===== config.mk =====
export PLATFORM = sky130hd
export DESIGN_NAME = hsclk_ctrl
export DESIGN_NICKNAME = d
export VERILOG_FILES = /design/src/rtl/hsclk_pkg.sv /design/src/rtl/hsclk_settle.sv /design/src/rtl/hsclk_lockdet.sv /design/src/rtl/hsclk_div2.sv /design/src/rtl/hsclk_ctrl.sv
export SDC_FILE = /design/constraint.sdc
export NUM_CORES = 1
export LEC_CHECK = 0
export BUFFER_PORTS_ARGS = -buffer_cell sky130_fd_sc_hd__buf_2
export CAP_MARGIN = 20
export CORE_ASPECT_RATIO = 1.25
export CORE_MARGIN = 3
export CORE_UTILIZATION = 50
export CTS_CLUSTER_SIZE = 8
export DETAILED_ROUTE_END_ITERATION = 16
export GPL_ROUTABILITY_DRIVEN = 1
export HOLD_SLACK_MARGIN = 0.15
export PLACE_DENSITY = 0.66
export SYNTH_ARGS = -nofsm -noshare
export SYNTH_HDL_FRONTEND = slang
export SYNTH_HIERARCHICAL = 1
export SYNTH_SLANG_ARGS = --single-unit

===== constraint.sdc =====
create_clock -name clk_pll -period 2.15 [get_ports clk_pll]
set_input_delay 0.215 -clock clk_pll [delete_from_list [all_inputs] [get_ports clk_pll]]
set_output_delay 0.215 -clock clk_pll [all_outputs]
set_load 0.01 [all_outputs]

===== src/rtl/hsclk_pkg.sv =====
// Shared constants for the high-speed clock controller.
// Assumes a three-bit source mode field.
package hsclk_pkg;
    localparam logic [2:0] MODE_PLL = 3'b010;
    localparam logic [2:0] MODE_EXT = 3'b100;
endpackage


===== src/rtl/hsclk_settle.sv =====
// Settling counter: counts PLL cycles while run is high and reports done
// once SETTLE cycles have elapsed. Assumes run is synchronous to clk.
module hsclk_settle #(
    parameter int SETTLE = 4096
) (
    input  logic clk,
    input  logic rst_n,
    input  logic run,
    output logic done
);
    localparam int W = $clog2(SETTLE + 1);
    localparam logic [W-1:0] LIMIT = W'(SETTLE);

    logic [W-1:0] cnt_q;

    // Count up to the limit while running, restart from zero otherwise.
    always_ff @(posedge clk) begin
        if (!rst_n || !run)
            cnt_q <= '0;
        else if (cnt_q != LIMIT)
            cnt_q <= cnt_q + 1'b1;
    end

    assign done = (cnt_q == LIMIT);

    // a dropped run clears done on the next edge
    p_done_clear_r6: assert property (@(posedge clk) disable iff (!rst_n)
        !run |=> !done);
    // done can only rise after a running cycle
    p_done_rise_r2: assert property (@(posedge clk) disable iff (!rst_n)
        $rose(done) |-> $past(run));
endmodule


===== src/rtl/hsclk_lockdet.sv =====
// Lock detector: synchronizes the reference into the PLL domain, counts PLL
// cycles between reference rising edges and flags lock when the count is
// within [LO, HI]. The first edge after run rises only primes the counter.
module hsclk_lockdet #(
    parameter int RATIO = 250,
    parameter int LO    = 244,
    parameter int HI    = 256
) (
    input  logic clk,
    input  logic rst_n,
    input  logic run,
    input  logic ref_in,
    output logic lock
);
    localparam int W = $clog2(2 * RATIO);
    localparam logic [W-1:0] SAT = '1;

    logic       s1_q, s2_q, s3_q;
    logic       primed_q;
    logic [W-1:0] per_q;
    logic       ref_edge;
    logic [W:0] meas;
    logic       meas_vld;
    logic       in_win;

    assign ref_edge = s2_q & ~s3_q;
    assign meas     = {1'b0, per_q} + 1'b1;
    assign meas_vld = ref_edge & primed_q;
    assign in_win   = (meas >= (W+1)'(LO)) && (meas <= (W+1)'(HI));

    // Synchronize the reference and keep a delayed copy for edge detect.
    always_ff @(posedge clk) begin
        if (!rst_n || !run) begin
            s1_q <= 1'b0;
            s2_q <= 1'b0;
            s3_q <= 1'b0;
        end else begin
            s1_q <= ref_in;
            s2_q <= s1_q;
            s3_q <= s2_q;
        end
    end

    // Measure the period and update the lock flag at each reference edge.
    always_ff @(posedge clk) begin
        if (!rst_n || !run) begin
            per_q    <= '0;
            primed_q <= 1'b0;
            lock     <= 1'b0;
        end else if (ref_edge) begin
            per_q    <= '0;
            primed_q <= 1'b1;
            if (primed_q)
                lock <= in_win;
        end else if (per_q != SAT) begin
            per_q <= per_q + 1'b1;
        end
    end

    // an out-of-window measurement drops lock on the next edge
    p_drop_r5: assert property (@(posedge clk) disable iff (!rst_n)
        meas_vld && (meas < (W+1)'(LO) || meas > (W+1)'(HI)) |=> !lock);
    // lock only rises after a completed measurement
    p_lock_rise_r4: assert property (@(posedge clk) disable iff (!rst_n)
        $rose(lock) |-> $past(meas_vld));
    // loss of run clears lock
    p_lock_clear_r6: assert property (@(posedge clk) disable iff (!rst_n)
        !run |=> !lock);
endmodule


===== src/rtl/hsclk_div2.sv =====
// Divide-by-two: toggles while enabled and parks low when disabled.
module hsclk_div2 (
    input  logic clk,
    input  logic rst_n,
    input  logic en,
    output logic q
);
    // Toggle on each enabled edge, hold low otherwise.
    always_ff @(posedge clk) begin
        if (!rst_n || !en)
            q <= 1'b0;
        else
            q <= ~q;
    end

    // the divider alternates on consecutive enabled edges
    p_alt_r8: assert property (@(posedge clk) disable iff (!rst_n)
        en && $past(en) && $past(rst_n) |-> q != $past(q));
endmodule


===== src/rtl/hsclk_ctrl.sv =====
// High-speed clock controller top. Decodes the mode field, gates the PLL
// clock after the settling count, monitors PLL lock against the reference
// and builds the system clock. Assumes the enables and the mode change
// only while clk_ext is low when the external path is in use.
module hsclk_ctrl
    import hsclk_pkg::*;
#(
    parameter int SETTLE  = 4096,
    parameter int RATIO   = 250,
    parameter int LOCK_LO = 244,
    parameter int LOCK_HI = 256
) (
    input  logic       clk_pll,
    input  logic       rst_n,
    input  logic       clk_ref,
    input  logic       clk_ext,
    input  logic       osc_en,
    input  logic       stop_req,
    input  logic [2:0] mode,
    input  logic       sel_hs,
    output logic       hs_clk,
    output logic       sys_clk,
    output logic       hs_ready,
    output logic       lock
);
    logic pll_sel, ext_sel, base_run, pll_run, ext_run;
    logic gate_q, div_q, hs_path;

    assign pll_sel  = (mode == MODE_PLL);
    assign ext_sel  = (mode == MODE_EXT);
    assign base_run = osc_en & ~stop_req;
    assign pll_run  = base_run & pll_sel;
    assign ext_run  = base_run & ext_sel;

    hsclk_settle #(.SETTLE(SETTLE)) u_settle (
        .clk  (clk_pll),
        .rst_n(rst_n),
        .run  (pll_run),
        .done (hs_ready)
    );

    hsclk_lockdet #(.RATIO(RATIO), .LO(LOCK_LO), .HI(LOCK_HI)) u_lock (
        .clk   (clk_pll),
        .rst_n (rst_n),
        .run   (pll_run),
        .ref_in(clk_ref),
        .lock  (lock)
    );

    // Capture the gate enable while the PLL clock is low to avoid glitches.
    always_ff @(negedge clk_pll) begin
        if (!rst_n)
            gate_q <= 1'b0;
        else
            gate_q <= hs_ready & pll_run;
    end

    hsclk_div2 u_div (
        .clk  (clk_pll),
        .rst_n(rst_n),
        .en   (hs_ready & pll_run),
        .q    (div_q)
    );

    // Select the gated high-speed clock and the system clock source.
    always_comb begin
        if (pll_sel)
            hs_clk = clk_pll & gate_q;
        else if (ext_sel)
            hs_clk = clk_ext & ext_run;
        else
            hs_clk = 1'b0;
        hs_path = pll_sel ? div_q : hs_clk;
        sys_clk = sel_hs ? hs_path : clk_ref;
    end

    // a STOP request clears readiness and lock on the next edge
    p_stop_r7: assert property (@(posedge clk_pll) disable iff (!rst_n)
        stop_req |=> !hs_ready && !lock);
    // no recognized source keeps lock low
    p_other_mode_r10: assert property (@(posedge clk_pll) disable iff (!rst_n)
        !pll_sel && !ext_sel |=> !lock);
    // external mode never reports PLL readiness
    p_ext_ready_r9: assert property (@(posedge clk_pll) disable iff (!rst_n)
        ext_sel |=> !hs_ready);
endmodule


==> impl_metrics.csv <==
group,metric,value,unit
detailed_routing,drt_wl_total,3.656,mm
layout,final_util,67.93,%
setup_path,worstPathCellList,"nand3_2 > nand2_1 > buf_2",
synthesis,syn_area,1583,sq um
setup_path,reg2reg_setup_slack,-0.16,ns
min_path,hp-start,"mode[1]",
synthesis,synth_top_area_share,36.68,%
floorplanning,die_h,68.91,um
setup_path,reg2reg_depth,6,
floorplanning,io_pins,14,
synthesis,synthArstFlopShare,0,%
sta,fin_ws,-0.1964,ns
global_routing,grt_max_degree,11,
global_routing,antenna_found_initial,0,
setup_path,worstPathMaxFanout,1,
detailed_routing,remaining_drc_errors,0,
global_routing,grtUsageMet2,40.94,%
setup_path,crit_required,1.93,ns
synthesis,synth_ff_type,"dfxtp_1",
min_path,hp-class,"input pin to register",
detailed_routing,drtIter0Drc,33,
detailed_routing,via_per_inst,5.632,
setup_path,cpMaxStageDelayCell,"dfxtp_2",
synthesis,synthCells,186,
floorplanning,start_util,53.24,%
synthesis,synth.area.mux_share,3.794,%
setup_path,r2r-end,"gate_q$_SDFF_NN0_",
setup_path,timing.critical_path.from,"gate_q$_SDFF_NN0_",
setup_path,cp_top_family,"flip-flops",
synthesis,synthSimpleGateAreaFrac,36.13,%
global_routing,grtUsageMet1,17.78,%
power,ir_drop,0.0005290,V
sta,rsz0062_at_grt,"true",
global_routing,top_usage_layer,"met2",
flow_run,drv_cap,0,
layout,drive_gt1_share,30.22,%
synthesis,synth-compound-area-share,9.723,%
floorplanning,dieArea,3881,sq um
layout,antennaDiodeCount,0,
layout,multi_input_area,1011,sq um
sta,maxSlewHeadroom,73.37,%
synthesis,ys_types,43,
global_routing,grt_pass1_wl,6.009,mm
detailed_routing,dr.pass1.iters,4,
synthesis,synth_area_leaders,"dfxtp_1 (37%), nand2_1 (4.7%), ha_1 (4.0%), mux2i_1 (3.8%), nor2_1 (3.8%)",
global_routing,grt_util_met3,5.773,%
setup_path,worstPathArrival,2.13,ns
placed_design,routabilityCongestion,0.9035,
synthesis,synth_top_family_by_area,"simple AND/OR/NAND/NOR gates",
outcome,status,"finished with violations",
cts,clkLatencyLatePin,0.50,ns
sta,hold_viol,0,
cts,cts_tree,"yes",
detailed_routing,wl_per_cell,14.01,um
power,p_leak,0.8044,nW
sta,timing.hold.ws,0.2515,ns
placed_design,hpwl,2.585,mm
setup_path,path_buf_inv,1,
synthesis,yosysTopAreaCell,"dfxtp_1",
power,total_power,1.126,mW
synthesis,yosys_warnings,6,
global_routing,grtUsageTotal,20.87,%
setup_path,cp-start-kind,"register",
layout,ff_latch_area,584.3,sq um
synthesis,synth-xor-area-share,6.087,%
setup_path,path_depth,3,
sta,clock_skew,0.06289,ns
synthesis,ys_seq_elements,29,
setup_path,crit_path_end,"hs_clk",
sta,slew_violations,0,
power,power_density,557.8,nW/um^2
sta,finalSetupTns,-0.3605,ns
cts,clkTransAtPathRegs,0.10,ns
global_routing,grt_pass1_vias,1481,
placed_design,io_buffers,13,
sta,worst_pin_slew,0.3958,ns
detailed_routing,vias,1470,
layout,nNetsFinal,239,
detailed_routing,final_antenna_net_count,0,
floorplanning,die_width,56.33,um
sta,setup_viol,3,
synthesis,synth_fa_ha_area_share,3.953,%
outcome,violations,"negative setup slack",
synthesis,synth.avg_cell_area,8.510,sq um
setup_path,slowest_delay,0.32,ns
synthesis,synth-edff-count,0,
synthesis,yosysMostFrequentCell,"dfxtp_1",
floorplanning,fp.coreArea,2973,sq um
layout,areaGrowthSynthToFinish,27.59,%
layout,fill_cells,258,
setup_path,r2r-start,"u_settle/cnt_q[1]$_SDFFE_PP0P_",
setup_path,critical_path_class,"register to output pin",
setup_path,end_kind,"output pin",
global_routing,gr-total-overflow,0,
floorplanning,rows,22,
synthesis,seq_area_frac_synth,36.68,%
synthesis,syn_nets,201,
synthesis,synth_commonest_cells,"dfxtp_1 (29), nand2_1 (20), nor2_1 (16)",
logic make-up after synthesis:
logic type | after synthesis
compound gates | 27
xor+xnor | 11
fa+ha+maj | 5
buf+inv | 14
flops | 29
mux | 6
simple gates | 94
layout make-up:
cell class,instances,area share [%]
tap,36,2.230
multi-input combinational,143,50.06
sequential,29,28.93
timing repair buffer,34,11.52
clock buffer,11,5.700
inverter,6,1.115
clock inverter,2,0.4337
layout by cell type (no fill, tap or decap), drive strengths merged:
cell type | synthesis | final
buf | 4 | 32
dfxtp | 29 | 29
nand2 | 21 | 21
nor2 | 16 | 16
a21oi | 10 | 10
clkbuf | 3 | 10
nand3 | 8 | 8
o21ai | 7 | 7
inv | 7 | 7
xnor2 | 6 | 6
mux2i | 6 | 6
nor3 | 6 | 6
a31oi | 5 | 5
xor2 | 5 | 5
ha | 5 | 5
and3 | 5 | 5
nand4 | 5 | 5
nor3b | 5 | 5
nor4 | 4 | 4
and2 | 3 | 3
dlygate4sd3 | 0 | 3
o31ai | 3 | 3
or4 | 3 | 3
or3 | 3 | 3
nand4b | 2 | 2
nor2b | 2 | 2
or2 | 2 | 2
or2b | 2 | 2
nor4b | 2 | 2
and3b | 2 | 2
and4b | 1 | 1
clkinv | 0 | 1
o2111ai | 1 | 1
nand3b | 1 | 1
o22ai | 1 | 1
nand2b | 1 | 1
per-layer routing:
metal	vias to the layer above	wire, um
li1	739	-
met5	-	0
met2	23	2103
met1	698	1386
met3	10	85
met4	0	81
repair_timing:
action,in CTS,in global routing
pin swaps,2,0
hold buffers,3,0
cloned,0,0
buffers inserted,0,1
hold endpoints to repair,6,0
gates resized for setup,4,0
setup endpoints to repair,3,3
per-stage QoR:
stage | cells | setup WS [ns] | instance area (sq um)
finish | 261 | -0.1964 | 2019
global route | 261 | -0.2733 | 2019
CTS | 260 | -0.2022 | 2012
detailed placement | 246 | -0.2537 | 1843
global placement | 246 | -0.1898 | 1843
floorplan | 186 | -0.2305 | 1629
registers in the layout, summed over array words and instances, names as in the netlist:
name and cells:
u_settle/cnt_q 13, u_lock/s1_q 1, u_lock/lock 1, u_lock/per_q 9, u_lock/primed_q 1, u_div/q 1
u_lock/s3_q 1, u_lock/s2_q 1, gate_q 1
power breakdown:
group	internal (mW)	switching (mW)	total, mW
clock network	0.331	0.230	0.561
registers	0.537	0.000482	0.538
logic	0.0144	0.0132	0.0277
total	0.883	0.243	1.13
tightest hold or removal path, stage by stage:
cell and delay, ns:
buf_2 0.10, and4b_1 0.19, and3b_1 0.17
how the worst min path moves through the flow:
stage	slack (ns)	depth (start not counted)	endpoint
3_5_place_dp	0.43	3	hs_clk
5_1_grt	0.23	3	u_div/q$_SDFF_PP0_
3_3_place_gp	0.43	3	hs_clk
4_1_cts	0.23	3	u_div/q$_SDFF_PP0_
6_report	0.25	3	u_div/q$_SDFF_PP0_
2_1_floorplan	0.37	1	u_lock/s1_q$_SDFF_PP0_
No activity file was read; power rests on OpenSTA's default activity.
